--- src/rtl/spi_txn_master.sv ---
module spi_txn_master #(
  parameter int DIV_W          = 8,
  parameter int TIMEOUT_CYCLES = 10_000_000
) (
  input  logic             clk,
  input  logic             rst_n,
  input  logic [DIV_W-1:0] sclk_div,
  input  logic             req_valid,
  input  logic             req_read,
  input  logic [5:0]       req_len_m1,
  input  logic [23:0]      req_addr,
  output logic             busy,
  input  logic [7:0]       wr_data,
  input  logic             wr_valid,
  output logic             wr_ready,
  output logic [7:0]       rd_data,
  output logic             rd_valid,
  output logic             done,
  output logic             error,
  output logic             sclk,
  output logic             cs_n,
  output logic             mosi,
  input  logic             miso
);
  localparam int TMO_W = $clog2(TIMEOUT_CYCLES + 1);
  localparam logic [TMO_W-1:0] TMO_LAST = TMO_W'(TIMEOUT_CYCLES - 1);

  typedef enum logic [2:0] {
    S_IDLE, S_HDR, S_POLL, S_WLOAD, S_DATA, S_ZFILL, S_FIN
  } state_t;

  state_t           state;
  logic             is_read, fail_q;
  logic [5:0]       len_q, cnt_q;
  logic [23:0]      addr_q;
  logic [1:0]       hdr_idx;
  logic [2:0]       bit_cnt;
  logic [7:0]       tx_sh, rx_sh;
  logic [DIV_W-1:0] div_cnt;
  logic [TMO_W-1:0] tmo_cnt;
  logic             sclk_q, cs_q, rdv_q, done_q, err_q;
  logic [7:0]       rdd_q;

  logic shifting, tick, rise, fall, byte_end, tmo_hit;
  logic [7:0] next_addr_byte;

  assign shifting = (state == S_HDR) || (state == S_POLL) || (state == S_DATA);
  assign tick     = shifting && (div_cnt == sclk_div);
  assign rise     = tick && !sclk_q;
  assign fall     = tick && sclk_q;
  assign byte_end = fall && (bit_cnt == 3'd7);
  assign tmo_hit  = (state == S_POLL) && (tmo_cnt == TMO_LAST);

  assign next_addr_byte = (hdr_idx == 2'd0) ? addr_q[23:16] :
                          (hdr_idx == 2'd1) ? addr_q[15:8]  : addr_q[7:0];

  assign busy     = (state != S_IDLE);
  assign wr_ready = (state == S_WLOAD);
  assign rd_data  = rdd_q;
  assign rd_valid = rdv_q;
  assign done     = done_q;
  assign error    = err_q;
  assign sclk     = sclk_q;
  assign cs_n     = cs_q;
  assign mosi     = tx_sh[7];

  always_ff @(posedge clk or negedge rst_n) begin
    if (!rst_n) begin
      state   <= S_IDLE;
      is_read <= 1'b0;
      fail_q  <= 1'b0;
      len_q   <= '0;
      cnt_q   <= '0;
      addr_q  <= '0;
      hdr_idx <= '0;
      bit_cnt <= '0;
      tx_sh   <= '0;
      rx_sh   <= '0;
      div_cnt <= '0;
      tmo_cnt <= '0;
      sclk_q  <= 1'b0;
      cs_q    <= 1'b1;
      rdv_q   <= 1'b0;
      rdd_q   <= '0;
      done_q  <= 1'b0;
      err_q   <= 1'b0;
    end else begin
      rdv_q  <= 1'b0;
      done_q <= 1'b0;
      err_q  <= 1'b0;

      if (!shifting || tick) div_cnt <= '0;
      else                   div_cnt <= div_cnt + 1'b1;

      if (rise) begin
        sclk_q <= 1'b1;
        rx_sh  <= {rx_sh[6:0], miso};
      end
      if (fall) begin
        sclk_q  <= 1'b0;
        bit_cnt <= bit_cnt + 1'b1;
        tx_sh   <= {tx_sh[6:0], 1'b0};
      end

      case (state)
        S_IDLE: begin
          if (req_valid) begin
            is_read <= req_read;
            len_q   <= req_len_m1;
            addr_q  <= req_addr;
            fail_q  <= 1'b0;
            hdr_idx <= '0;
            bit_cnt <= '0;
            sclk_q  <= 1'b0;
            cs_q    <= 1'b0;
            tx_sh   <= {req_read, 1'b1, req_len_m1};
            state   <= S_HDR;
          end
        end
        S_HDR: begin
          if (byte_end) begin
            if (hdr_idx != 2'd3) begin
              hdr_idx <= hdr_idx + 1'b1;
              tx_sh   <= next_addr_byte;
            end else if (rx_sh[0]) begin
              cnt_q <= '0;
              tx_sh <= '0;
              state <= is_read ? S_DATA : S_WLOAD;
            end else begin
              tx_sh   <= '0;
              tmo_cnt <= '0;
              state   <= S_POLL;
            end
          end
        end
        S_POLL: begin
          tmo_cnt <= tmo_cnt + 1'b1;
          if (byte_end && rx_sh[0]) begin
            cnt_q <= '0;
            tx_sh <= '0;
            state <= is_read ? S_DATA : S_WLOAD;
          end else if (tmo_hit) begin
            cs_q   <= 1'b1;
            sclk_q <= 1'b0;
            fail_q <= 1'b1;
            cnt_q  <= '0;
            state  <= is_read ? S_ZFILL : S_FIN;
          end
        end
        S_WLOAD: begin
          if (wr_valid) begin
            tx_sh <= wr_data;
            state <= S_DATA;
          end
        end
        S_DATA: begin
          if (byte_end) begin
            if (is_read) begin
              rdv_q <= 1'b1;
              rdd_q <= rx_sh;
            end
            if (cnt_q == len_q) begin
              state <= S_FIN;
            end else begin
              cnt_q <= cnt_q + 1'b1;
              tx_sh <= '0;
              if (!is_read) state <= S_WLOAD;
            end
          end
        end
        S_ZFILL: begin
          rdv_q <= 1'b1;
          rdd_q <= 8'h00;
          if (cnt_q == len_q) state <= S_FIN;
          else                cnt_q <= cnt_q + 1'b1;
        end
        S_FIN: begin
          cs_q   <= 1'b1;
          done_q <= 1'b1;
          err_q  <= fail_q;
          state  <= S_IDLE;
        end
        default: state <= S_IDLE;
      endcase
    end
  end
endmodule

--- config.mk ---
export PLATFORM = sky130hd
export DESIGN_NAME = spi_txn_master
export DESIGN_NICKNAME = d
export VERILOG_FILES = /design/src/rtl/spi_txn_master.sv
export SDC_FILE = /design/constraint.sdc
export NUM_CORES = 1
export LEC_CHECK = 0
export BUFFER_PORTS_ARGS = -buffer_cell sky130_fd_sc_hd__buf_2
export CAP_MARGIN = 10
export CORE_ASPECT_RATIO = 0.6
export CORE_MARGIN = 1
export CORE_UTILIZATION = 58
export DETAILED_ROUTE_END_ITERATION = 10
export PLACE_DENSITY = 0.86
export RECOVER_POWER = 25
export SETUP_SLACK_MARGIN = 0.3
export SLEW_MARGIN = 10
export SYNTH_ARGS = -nofsm -noshare
export SYNTH_HDL_FRONTEND = slang
export SYNTH_SLANG_ARGS = --single-unit
--- constraint.sdc ---
create_clock -name clk -period 4.46 [get_ports clk]
set_clock_uncertainty 0.15 [all_clocks]
set_input_delay 0.446 -clock clk [delete_from_list [all_inputs] [get_ports clk]]
set_output_delay 0.446 -clock clk [all_outputs]
set_load 0.005 [all_outputs]
==> impl_metrics.env <==
export IMPL_end_kind="register"
export IMPL_grt_antenna_before_repair=0
export IMPL_syn_to_final_growth_pct=13.1
export IMPL_synth_ff_type="dfrtp_1"
export IMPL_cts_max_path_buffers=2
export IMPL_grt_overflow=0
export IMPL_synth_area_um2=5440
export IMPL_cts_sinks=107
export IMPL_route_vias_total=4414
export IMPL_cts_hold_buf=0
export IMPL_leakagePower_uw=0.00275
export IMPL_drive_gt1_share_pct=22.0
export IMPL_dp_slack_ns=0.731
export IMPL_synth_cell_types=55
export IMPL_place_congestion=0.901
export IMPL_hold_viol=0
export IMPL_cts_setup_buffers=0
export IMPL_syn_inst=536
export IMPL_core_um2=8820
export IMPL_violations="max-capacitance violations, max-slew violations"
export IMPL_cp_slowest_cell="or4_1"
export IMPL_io_pins=68
export IMPL_post_route_min_period_ns=3.83
export IMPL_max_cap_viol_count=1
export IMPL_ys_seq_area_share_pct=49.2
export IMPL_hold_path_class="input port to register"
export IMPL_h_tree_depth=3
export IMPL_clk_latency_ns=0.35
export IMPL_cts_buffers=9
export IMPL_grt_usage_pct=27.4
export IMPL_cp_start_kind="register"
export IMPL_die_area_um2=9790
export IMPL_synth_seq_cells=107
export IMPL_nets=656
export IMPL_grtUsageMet1_pct=40.6
export IMPL_max_freq_mhz=261
export IMPL_grtUsageMet2_pct=40.7
export IMPL_drtPass1Iterations=7
export IMPL_syn_nets=598
export IMPL_antenna_cells=0
export IMPL_cp_max_fo=19
export IMPL_critPathKind="register to register"
export IMPL_vias_per_cell=6.09
export IMPL_n_fill_cell=641
export IMPL_ctsRootBufferMaster="clkbuf_16"
export IMPL_gr_usage_met3_pct=5.86
export IMPL_place_detailed_hpwl_mm=8.77
export IMPL_wl_per_cell_um=17.0
export IMPL_status="finished, violations left"
export IMPL_synth_edf_count=0
export IMPL_synth_warnings=0
export IMPL_grt_pass1_vias=4203
export IMPL_finalSetupTns_ns=0
export IMPL_cts_tree="done"
export IMPL_rsz0062_at_grt="false"
export IMPL_p_per_area_nw_per_um2=535
export IMPL_setup_viol=0
export IMPL_fin_crit_sh_pct=85.8
export IMPL_die_y_um=77.0
export IMPL_async_flop_share_pct=100
export IMPL_grt_busiest_layer="met2"
export IMPL_cp_cell_sequence="nor2_1 > nand2_1 > o21ai_0 > nor2b_1 > ha_1 > and4_1 > a21boi_1 > or4_1 > or4_1 > nand2_1"
export IMPL_worst_slack_ns=0.634
export IMPL_worstMarginPinSlew_ns=3.58
export IMPL_io_buffer_count=67
export IMPL_cts_resized=0
export IMPL_cp_arrival_ns=3.96
export IMPL_die_width_um=127
export IMPL_vdd_drop_max_v=0.000313
export IMPL_clkSlewWorstSetupHoldPaths_ns=0.07
export IMPL_placementRows=26
export IMPL_postSynthAreaPerCell_um2=10.2
export IMPL_grt_pass1_wl_mm=20.9
export IMPL_drtAntennaViolNets=0
export IMPL_drcViolationCount=0
export IMPL_drt_iter0_drc=527
export IMPL_drt_wl_total_mm=12.3
export IMPL_grt_max_degree=69
export IMPL_cpPeakStageDelay_ns=0.69
export IMPL_required_ns=4.59
export IMPL_start_util_pct=61.7
export IMPL_relSlewSlack_pct=-138
export IMPL_final_max_slew_violation_count=69
-- placed cells by master (no fill, tap or decap), types with 10 or more instances in the layout --
cell type,count
a21oi_1,18
buf_2,66
dfrtp_1,106
ha_1,10
inv_1,21
mux2_2,40
mux2i_1,19
nand2_1,45
nand3_1,25
nor2_1,42
o21ai_0,54
xnor2_1,13
xor2_1,13
-- metrics by stage --
stage / total power (uW) / cell area [um^2] / cells / hold slack (ns) / util, %
floorplan: 2210 / 5440 / 536 / 0.000409 / -
global placement: 2450 / 5870 / 709 / 0.332 / 66.6
detailed placement: 2520 / 5870 / 709 / 0.346 / 66.6
CTS: 3290 / 6160 / 725 / 0.0862 / 69.9
global route: 3510 / 6160 / 725 / 0.167 / 69.9
finish: 3300 / 6160 / 725 / 0.179 / 69.9
-- worst paths after layout --
check                      cells past startpoint                 start                 endpoint  slack [ns]
hold reg to reg                                2      cs_n$_DFFE_PN1P_         cs_n$_DFFE_PN1P_        0.35
setup reg to reg                              10  state[0]$_DFFE_PN0P_  tmo_cnt[17]$_DFFE_PN0P_        0.63
max in group asynchronous                      1                 rst_n     cnt_q[1]$_DFFE_PN0P_        0.97
min in group asynchronous                      1                 rst_n   tmo_cnt[6]$_DFFE_PN0P_        1.15
hold / removal                                 2          req_addr[13]   addr_q[13]$_DFFE_PN0P_        0.18
setup / recovery                              10  state[0]$_DFFE_PN0P_  tmo_cnt[17]$_DFFE_PN0P_        0.63
-- flip-flops by register name (all words and copies together) (netlist names), 2 cells and up --
name     flops
rx_sh        8
tmo_cnt     24
len_q        6
hdr_idx      2
tx_sh        8
div_cnt      8
cnt_q        6
addr_q      24
bit_cnt      3
state        3
rd_data      8
-- power by group --
group	switching, uW	internal, uW
logic	605	471
clock network	366	402
registers	229	1220
-- area by class of cell --
class                   instances  area, um^2  share of cell area (%)
clock buffers                  11         243                    3.94
clock inverters                 5        45.0                   0.731
inverters                      22        82.6                    1.34
multi-input cells             384        2590                    42.1
flip-flops and latches        107        2680                    43.5
well taps                     126         158                    2.56
repair buffers                 70         357                    5.79
-- cell usage after synthesis (2+ instances only) --
master	n	area, um^2
inv_1	21	78.8
mux2_2	40	450
clkbuf_1	15	56.3
nor2_1	43	161
a31oi_1	5	31.3
xor2_1	13	114
o211ai_1	5	37.5
or3_1	4	25.0
nor4_1	5	31.3
buf_2	6	30.0
dfrtp_1	106	2650
buf_1	2	7.51
or4b_1	3	30.0
nand2_1	45	169
mux2i_1	19	190
xnor2_1	13	114
a22o_1	3	26.3
nand3_1	25	125
nand2b_1	4	25.0
a221oi_1	2	17.5
o22a_1	4	35.0
a222oi_1	6	60.1
ha_1	10	125
o21ai_0	54	270
o31ai_1	3	22.5
a21oi_1	18	90.1
nor2b_1	4	25.0
o311ai_0	2	17.5
nand4_1	8	50.1
o41ai_1	2	17.5
nor3_1	5	25.0
and2_1	4	25.0
or4_1	6	45.0
and3_1	7	43.8
a31o_2	2	17.5
a21o_1	3	22.5
-- cell families (layout without fill, tap and decap cells) --
logic type,after synthesis,count (layout),synth area share [%]
fa+ha+maj,10,10,2.30
flops,107,107,49.2
compound gates,118,118,13.6
mux,59,59,11.8
buf+inv,45,108,3.24
xor+xnor,26,26,4.18
simple gates,171,171,15.7
-- layer usage --
layer	up-vias	wire length, um
li1	2056	-
met1	2144	5690
met2	195	5590
met3	19	855
met4	0	163
met5	-	0
-- critical path, delay by kind of cell, from the launching register on --
family                     cells  cell delay, ns
adders and majority gates      1            0.20
DFF                            1            0.59
AOI/OAI and AO/OA              2            0.41
and+or+nand+nor                7            2.42
(Power assumes the default switching activity.)
